<file path="src/rtl/ohi_pkg.sv">
package ohi_pkg;

  // Width of the inserted overhead byte.
  localparam int DATA_W  = 8;
  localparam int IDX_W   = $clog2(DATA_W);

  typedef enum logic [1:0] {
    ST_IDLE = 2'd0,
    ST_HOLD = 2'd1,
    ST_SEND = 2'd2
  } ohiState_e;

  // Strobes from control to datapath.
  typedef struct packed {
    logic             capture;  // take byteIn into the hold register
    logic             launch;   // a data bit belongs on the line this period
    logic [IDX_W-1:0] bitSel;   // which bit of the hold register to launch
    logic             busy;     // a transfer is in progress
  } ohiStrobe_t;

endpackage

</file>
<file path="src/rtl/ohi_ctrl.sv">
module ohi_ctrl
  import ohi_pkg::*;
#(
  parameter int WAIT_CYCLES = 64
) (
  input  logic       clk,
  input  logic       rstN,
  input  logic       frmEnable,
  input  logic       frmMark,
  output ohiStrobe_t strb,
  output logic       busy,
  output logic       donePulse
);

  localparam int CNT_W = $clog2(WAIT_CYCLES + 1);
  localparam logic [CNT_W-1:0] WAIT_LOAD = CNT_W'(WAIT_CYCLES - 1);
  localparam logic [IDX_W-1:0] TOP_BIT   = IDX_W'(DATA_W - 1);

  ohiState_e        state;
  logic [CNT_W-1:0] waitCnt;
  logic [IDX_W-1:0] bitIdx;
  logic             windowHit;

  assign windowHit = frmEnable & frmMark;

  always_ff @(posedge clk) begin
    if (!rstN) begin
      state     <= ST_IDLE;
      waitCnt   <= '0;
      bitIdx    <= '0;
      donePulse <= 1'b0;
    end else begin
      donePulse <= 1'b0;
      case (state)
        ST_IDLE: begin
          if (windowHit) begin
            state   <= ST_HOLD;
            waitCnt <= WAIT_LOAD;
          end
        end
        ST_HOLD: begin
          if (waitCnt == '0) begin
            state  <= ST_SEND;
            bitIdx <= TOP_BIT;
          end else begin
            waitCnt <= waitCnt - 1'b1;
          end
        end
        ST_SEND: begin
          if (bitIdx == '0) begin
            state     <= ST_IDLE;
            donePulse <= 1'b1;
          end else begin
            bitIdx <= bitIdx - 1'b1;
          end
        end
        default: state <= ST_IDLE;
      endcase
    end
  end

  assign busy         = (state != ST_IDLE);
  assign strb.capture = (state == ST_IDLE) & windowHit;
  assign strb.launch  = (state == ST_SEND);
  assign strb.bitSel  = bitIdx;
  assign strb.busy    = busy;


  trig_start_chk: assert property (@(posedge clk) disable iff (!rstN)
    (!busy && frmEnable && frmMark) |=> busy);


  idle_hold_chk: assert property (@(posedge clk) disable iff (!rstN)
    (!busy && !(frmEnable && frmMark)) |=> !busy);


  done_single_chk: assert property (@(posedge clk) disable iff (!rstN)
    donePulse |=> !donePulse);


  done_idle_chk: assert property (@(posedge clk) disable iff (!rstN)
    donePulse |-> !busy);

endmodule

</file>
<file path="src/rtl/ohi_datapath.sv">
module ohi_datapath
  import ohi_pkg::*;
(
  input  logic              clk,
  input  logic              rstN,
  input  ohiStrobe_t        strb,
  input  logic [DATA_W-1:0] byteIn,
  output logic              serOut,
  output logic              insertReq
);

  logic [DATA_W-1:0] holdReg;

  // The byte is frozen at the trigger edge.
  always_ff @(posedge clk) begin
    if (!rstN) begin
      holdReg <= '0;
    end else if (strb.capture) begin
      holdReg <= byteIn;
    end
  end

  // Launch on the falling edge so the framer samples on the next rising edge.
  always_ff @(negedge clk) begin
    if (!rstN) begin
      serOut    <= 1'b0;
      insertReq <= 1'b0;
    end else begin
      serOut    <= strb.launch & holdReg[strb.bitSel];
      insertReq <= strb.launch;
    end
  end


  ser_idle_low_chk: assert property (@(posedge clk) disable iff (!rstN)
    !insertReq |-> !serOut);


  ins_in_busy_chk: assert property (@(posedge clk) disable iff (!rstN)
    insertReq |-> strb.busy);


  hold_stable_chk: assert property (@(posedge clk) disable iff (!rstN)
    strb.launch |=> $stable(holdReg));

endmodule

</file>
<file path="src/rtl/ohi_top.sv">
module ohi_top
  import ohi_pkg::*;
#(
  parameter int WAIT_CYCLES = 64
) (
  input  logic              clk,
  input  logic              rstN,
  input  logic              frmEnable,
  input  logic              frmMark,
  input  logic [DATA_W-1:0] byteIn,
  output logic              serOut,
  output logic              insertReq,
  output logic              busy,
  output logic              donePulse
);

  ohiStrobe_t strb;

  ohi_ctrl #(
    .WAIT_CYCLES(WAIT_CYCLES)
  ) ctrl_i (
    .clk       (clk),
    .rstN      (rstN),
    .frmEnable (frmEnable),
    .frmMark   (frmMark),
    .strb      (strb),
    .busy      (busy),
    .donePulse (donePulse)
  );

  ohi_datapath dp_i (
    .clk       (clk),
    .rstN      (rstN),
    .strb      (strb),
    .byteIn    (byteIn),
    .serOut    (serOut),
    .insertReq (insertReq)
  );

endmodule

</file>
<file path="config.mk">
export PLATFORM = sky130hd
export DESIGN_NAME = ohi_top
export DESIGN_NICKNAME = d
export VERILOG_FILES = /design/src/rtl/ohi_pkg.sv /design/src/rtl/ohi_ctrl.sv /design/src/rtl/ohi_datapath.sv /design/src/rtl/ohi_top.sv
export SDC_FILE = /design/constraint.sdc
export NUM_CORES = 1
export LEC_CHECK = 0
export BUFFER_PORTS_ARGS = -buffer_cell sky130_fd_sc_hd__buf_4
export CAP_MARGIN = 15
export CELL_PAD_IN_SITES_DETAIL_PLACEMENT = 1
export CELL_PAD_IN_SITES_GLOBAL_PLACEMENT = 2
export CORE_UTILIZATION = 29
export DETAILED_ROUTE_END_ITERATION = 10
export PLACE_DENSITY = 0.71
export SYNTH_ARGS = -nofsm -noshare
export SYNTH_HDL_FRONTEND = slang
export SYNTH_SLANG_ARGS = --single-unit
</file>
<file path="constraint.sdc">
create_clock -name clk -period 1.39 [get_ports clk]
set_input_delay 0.2085 -clock clk [delete_from_list [all_inputs] [get_ports clk]]
set_output_delay 0.2085 -clock clk [all_outputs]
set_load 0.005 [all_outputs]
</file>
---- Word level (Yosys, flattened, before mapping) ----
Cells that the tools add are included.
storage, ports and cells
  register bits after elaboration ......... 23
  input port bits ......................... 12
  output and inout bits ................... 4
  word-level logic and storage cells ...... 43
cells by class
  add/subtract/negate cells ............... 2
  $lt $le $gt $ge ......................... 1
  equal/unequal tests ..................... 7
  muxes and demuxes ....................... 13
  bitwise gates (word level) .............. 3
  reduce and logical (&&, ||, !) cells .... 10
operators with widths
  kind                                                    number
  2-to-1 mux 7 bit                                        2
  case mux 7 bit (2 select lines)                         1
  AND reduction 3 bit                                     3
  zero test 7 bit                                         1
  subtractor 7 x 1 -> 7 bit (second input constant)       1
  2-to-1 mux 2 bit                                        3
  2-to-1 mux 3 bit                                        2
  inequality test 2 bit (second input constant)           3
  case mux 2 bit (3 select lines)                         1
  case mux 3 bit (2 select lines)                         1
  nonzero test 2 bit                                      3
  < comparator 3 x 4 -> 1 bit (second input constant)     1
  inequality test 2 x 1 -> 1 bit (second input constant)  2
  AND 1 bit                                               3
  binary-select mux 1 bit (select 3 bit)                  1
  zero test 3 bit                                         1
  subtractor 3 x 1 -> 3 bit (second input constant)       1
  equality test 2 x 1 -> 1 bit (second input constant)    1
  equality test 2 bit (second input constant)             1
  zero test 2 bit                                         1
  2-to-1 mux 1 bit                                        2
  AND reduction 2 bit                                     1

---- Longest topological paths before layout ----
  depth after elaboration ................. 3
  depth in mapped cells ................... 6
  mapped depth without buffers ............ 6

---- By module ----
A second synthesis with hierarchy kept.
second synthesis, totals
  cells, all modules ...................... 104
  area, all modules ....................... 1063.5 um^2
modules (own cells, without submodules)
  module        times used  cells each  area an instance (um^2)  sequential area each (um^2)
  ohi_ctrl      1           70          650.6                    260.2
  ohi_datapath  1           34          412.9                    200.2

==> flow_summary.toml <==
[route]
ant_nets = 0
drt_iter0_drc = 15
wire_per_inst_um = 14.1
routed_wl_um = 3050
viasPerCell = 4.71
first_pass_iters = 3
via_count = 1023
drc = 0

[critical_path]
worstReg2RegStart = "ctrl_i.bitIdx[0]"
crit_type = "flop to flop"
endpoint = "dp_i.serOut"
path_depth = 3
r2r_cells = 3
cp-startpoint = "ctrl_i.bitIdx[0]"
rrSetupSlack_ns = -0.48
endpoint_kind = "flop"
worst_path_max_delay_cell = "mux4_2"
crit_chain = "mux4_2 -> mux2i_1 -> nor2_1"
slowest_delay_ns = 0.50
cp.arrival_ns = 1.44
worstPathMaxFanout = 3
startpoint_type = "flop"
worstPathRequired_ns = 0.96
cp.buffers_inverters = 0
reg2reg_to = "dp_i.serOut"
crit_family = "multiplexers"

[global_route]
grt_max_degree = 13
busiest_layer = "met2"
use_met1_pct = 21.0
gr-usage-met2_pct = 27.7
grtUsageMet3_pct = 3.31
grtUsageTotal_pct = 16.3
grt_pass1_wl_um = 4950
grt_pass1_vias = 1040
grt_overflow = 0
grt_antenna_before_repair = 0

[clock_network]
hold_buffers = 0
cts_buffers = 3
cts.clk_slew.worst_paths_ns = 0.14
cts_max_level = 1
clock-sinks = 23
cts_root_buf = "clkbuf_4"
clk_latency_ns = 0.38
cts.path.max_buffers = 2
cts_tree = "yes"

[synth]
synth_edf_count = 0
synth-seq-area-share_pct = 43.7
synth_area_leaders = "dfxtp_1 44%, nand2_1 7.8%, a21oi_1 7.1%"
ys_seq_elements = 23
ys_async_sr_fraction_pct = 0
syn_area_per_cell_sq_um = 8.85
synth_cells = 119
synth_cell_type_count = 31
synth_flop_cell = "dfxtp_1"
synthesis.area_sq_um = 1050
synth_fp_nets = 134
yosysWarnings = 0
synth_top_area_share_pct = 43.7
yosys.area.top_type = "dfxtp_1"

[floorplan]
io_pins = 16
initial_core_util_pct = 30.8
num_rows = 21
fp.dieW_um = 62.3
fp.dieH_um = 62.3
core-area_sq_um = 3420
dieArea_sq_um = 3880

[cells_and_area]
fin_nets = 187
seq_area_sq_um = 477
mostFrequentLayoutCells = "39 x buf_4, 20 x nand2_1, 16 x dfxtp_1, 15 x a21oi_1, 9 x buf_6"
final_area_sq_um = 1660
syn_to_final_growth_pct = 57.5
antennaDiodeCount = 0
drive_above_1_share_pct = 50.3
n_fill_cell = 402
multi_input_area_sq_um = 672
layout_commonest_cell = "buf_4"

[placement]
routabilityCongestion = 0.764
port_buffers = 15
placed_area_sq_um = 1420
hpwl_um = 2040

[worst_hold_path]
min_path_cells = 3
min_path_type = "input port to flop"

[sta]
worst_slack_ns = -0.477
slew_headroom_pct = 81.5
skew_ns = 0.0691
tightest_slew_ns = 0.277
setup_viol = 13
setup_tns_ns = -1.68
slew_viol_final = 0
rsz0062_at_grt = "yes"
hold_viol_final = 0

[pwr]
power_density_nw_per_um2 = 959
ir_worst_vdd_uv = 489
p_leak_nw = 0.724

[job]
drv_cap = 0

[status]
run_status = "finished, violations left"
violations = "setup timing"
## power breakdown
group	switching, mW	leakage, nW	internal (mW)
Sequential	0.0439	0.192	0.704
Combinational	0.221	0.506	0.286
Clock	0.224	0.0260	0.113
Total	0.488	0.724	1.10
## through the flow
stage          hold WS [ns]  power [mW]  utilization (%)  std cells  setup slack, ns
6_report              0.116        1.59             48.6        217           -0.477
5_1_grt              0.0989        1.70             48.6        217           -0.502
4_1_cts               0.116        1.52             45.1        213           -0.458
3_5_place_dp          0.451        1.15             41.6        203           -0.474
3_3_place_gp          0.451        1.14             41.6        203           -0.457
2_1_floorplan         0.317       0.963                -        119           -0.421
## worst min-delay path: stages
cell and delay (ns):
buf_4 0.10, nand2_1 0.04, a21oi_1 0.05
## cells by family (layout without fill, tap and decap cells)
group           after synthesis  count (layout)  share of synthesized area, %
mux                           5               5                          7.13
fa+ha+maj                     3               3                          3.56
compound gates               25              25                          15.8
xor+xnor                      2               2                          1.66
flops                        23              23                          43.7
simple gates                 52              53                          24.9
buf+inv                       9              60                          3.21
## routing by layer
layer,up-vias,share of wire [%]
met5,-,0
met4,0,1.5
met3,7,2.6
met2,12,50
met1,487,46
li1,517,-
## worst min-delay path by stage
stage / from / endpoint / slack (ns)
2_1_floorplan: rstN / ctrl_i.waitCnt[0] / 0.32
3_3_place_gp: dp_i.holdReg[7] / dp_i.holdReg[7] / 0.45
6_report: byteIn[4] / dp_i.holdReg[4] / 0.12
5_1_grt: byteIn[1] / dp_i.holdReg[1] / 0.1
3_5_place_dp: dp_i.holdReg[3] / dp_i.holdReg[3] / 0.45
4_1_cts: byteIn[5] / dp_i.holdReg[5] / 0.12
## repair_timing
item,4_1_cts,5_1_grt
setup endpoints to repair,18,18
gates resized for setup,16,22
pin swaps,8,10
setup buffers,4,4
gates cloned,1,0
## cell usage after synthesis (2+ instances only)
| cell type | number |
|---|---|
| a211oi_2 | 2 |
| nor2b_1 | 2 |
| a21oi_1 | 15 |
| nand3_1 | 3 |
| nor2_1 | 9 |
| mux2i_1 | 3 |
| inv_1 | 7 |
| clkbuf_1 | 2 |
| nand2_1 | 22 |
| a211oi_1 | 2 |
| ha_1 | 3 |
| mux4_2 | 2 |
| dfxtp_1 | 23 |
| o211a_1 | 2 |
| or2_2 | 2 |
| and2_1 | 3 |
| nand2b_1 | 3 |
## registers in the layout (all words and copies together) (netlist names)
register and flops:
ctrl_i.donePulse 1, dp_i.holdReg 8, ctrl_i.waitCnt 7, dp_i.insertReq 1, ctrl_i.state 2, ctrl_i.bitIdx 3
dp_i.serOut 1
## layout make-up
class                   instances  share of cell area, %
well taps                      46                   3.47
multi-input cells              88                   40.5
flip-flops and latches         23                   28.7
clock buffers                   3                   1.36
repair buffers                 48                   23.8
clock inverters                 3                  0.679
inverters                       6                   1.51
Note: power is estimated with default switching activity, not from simulation.
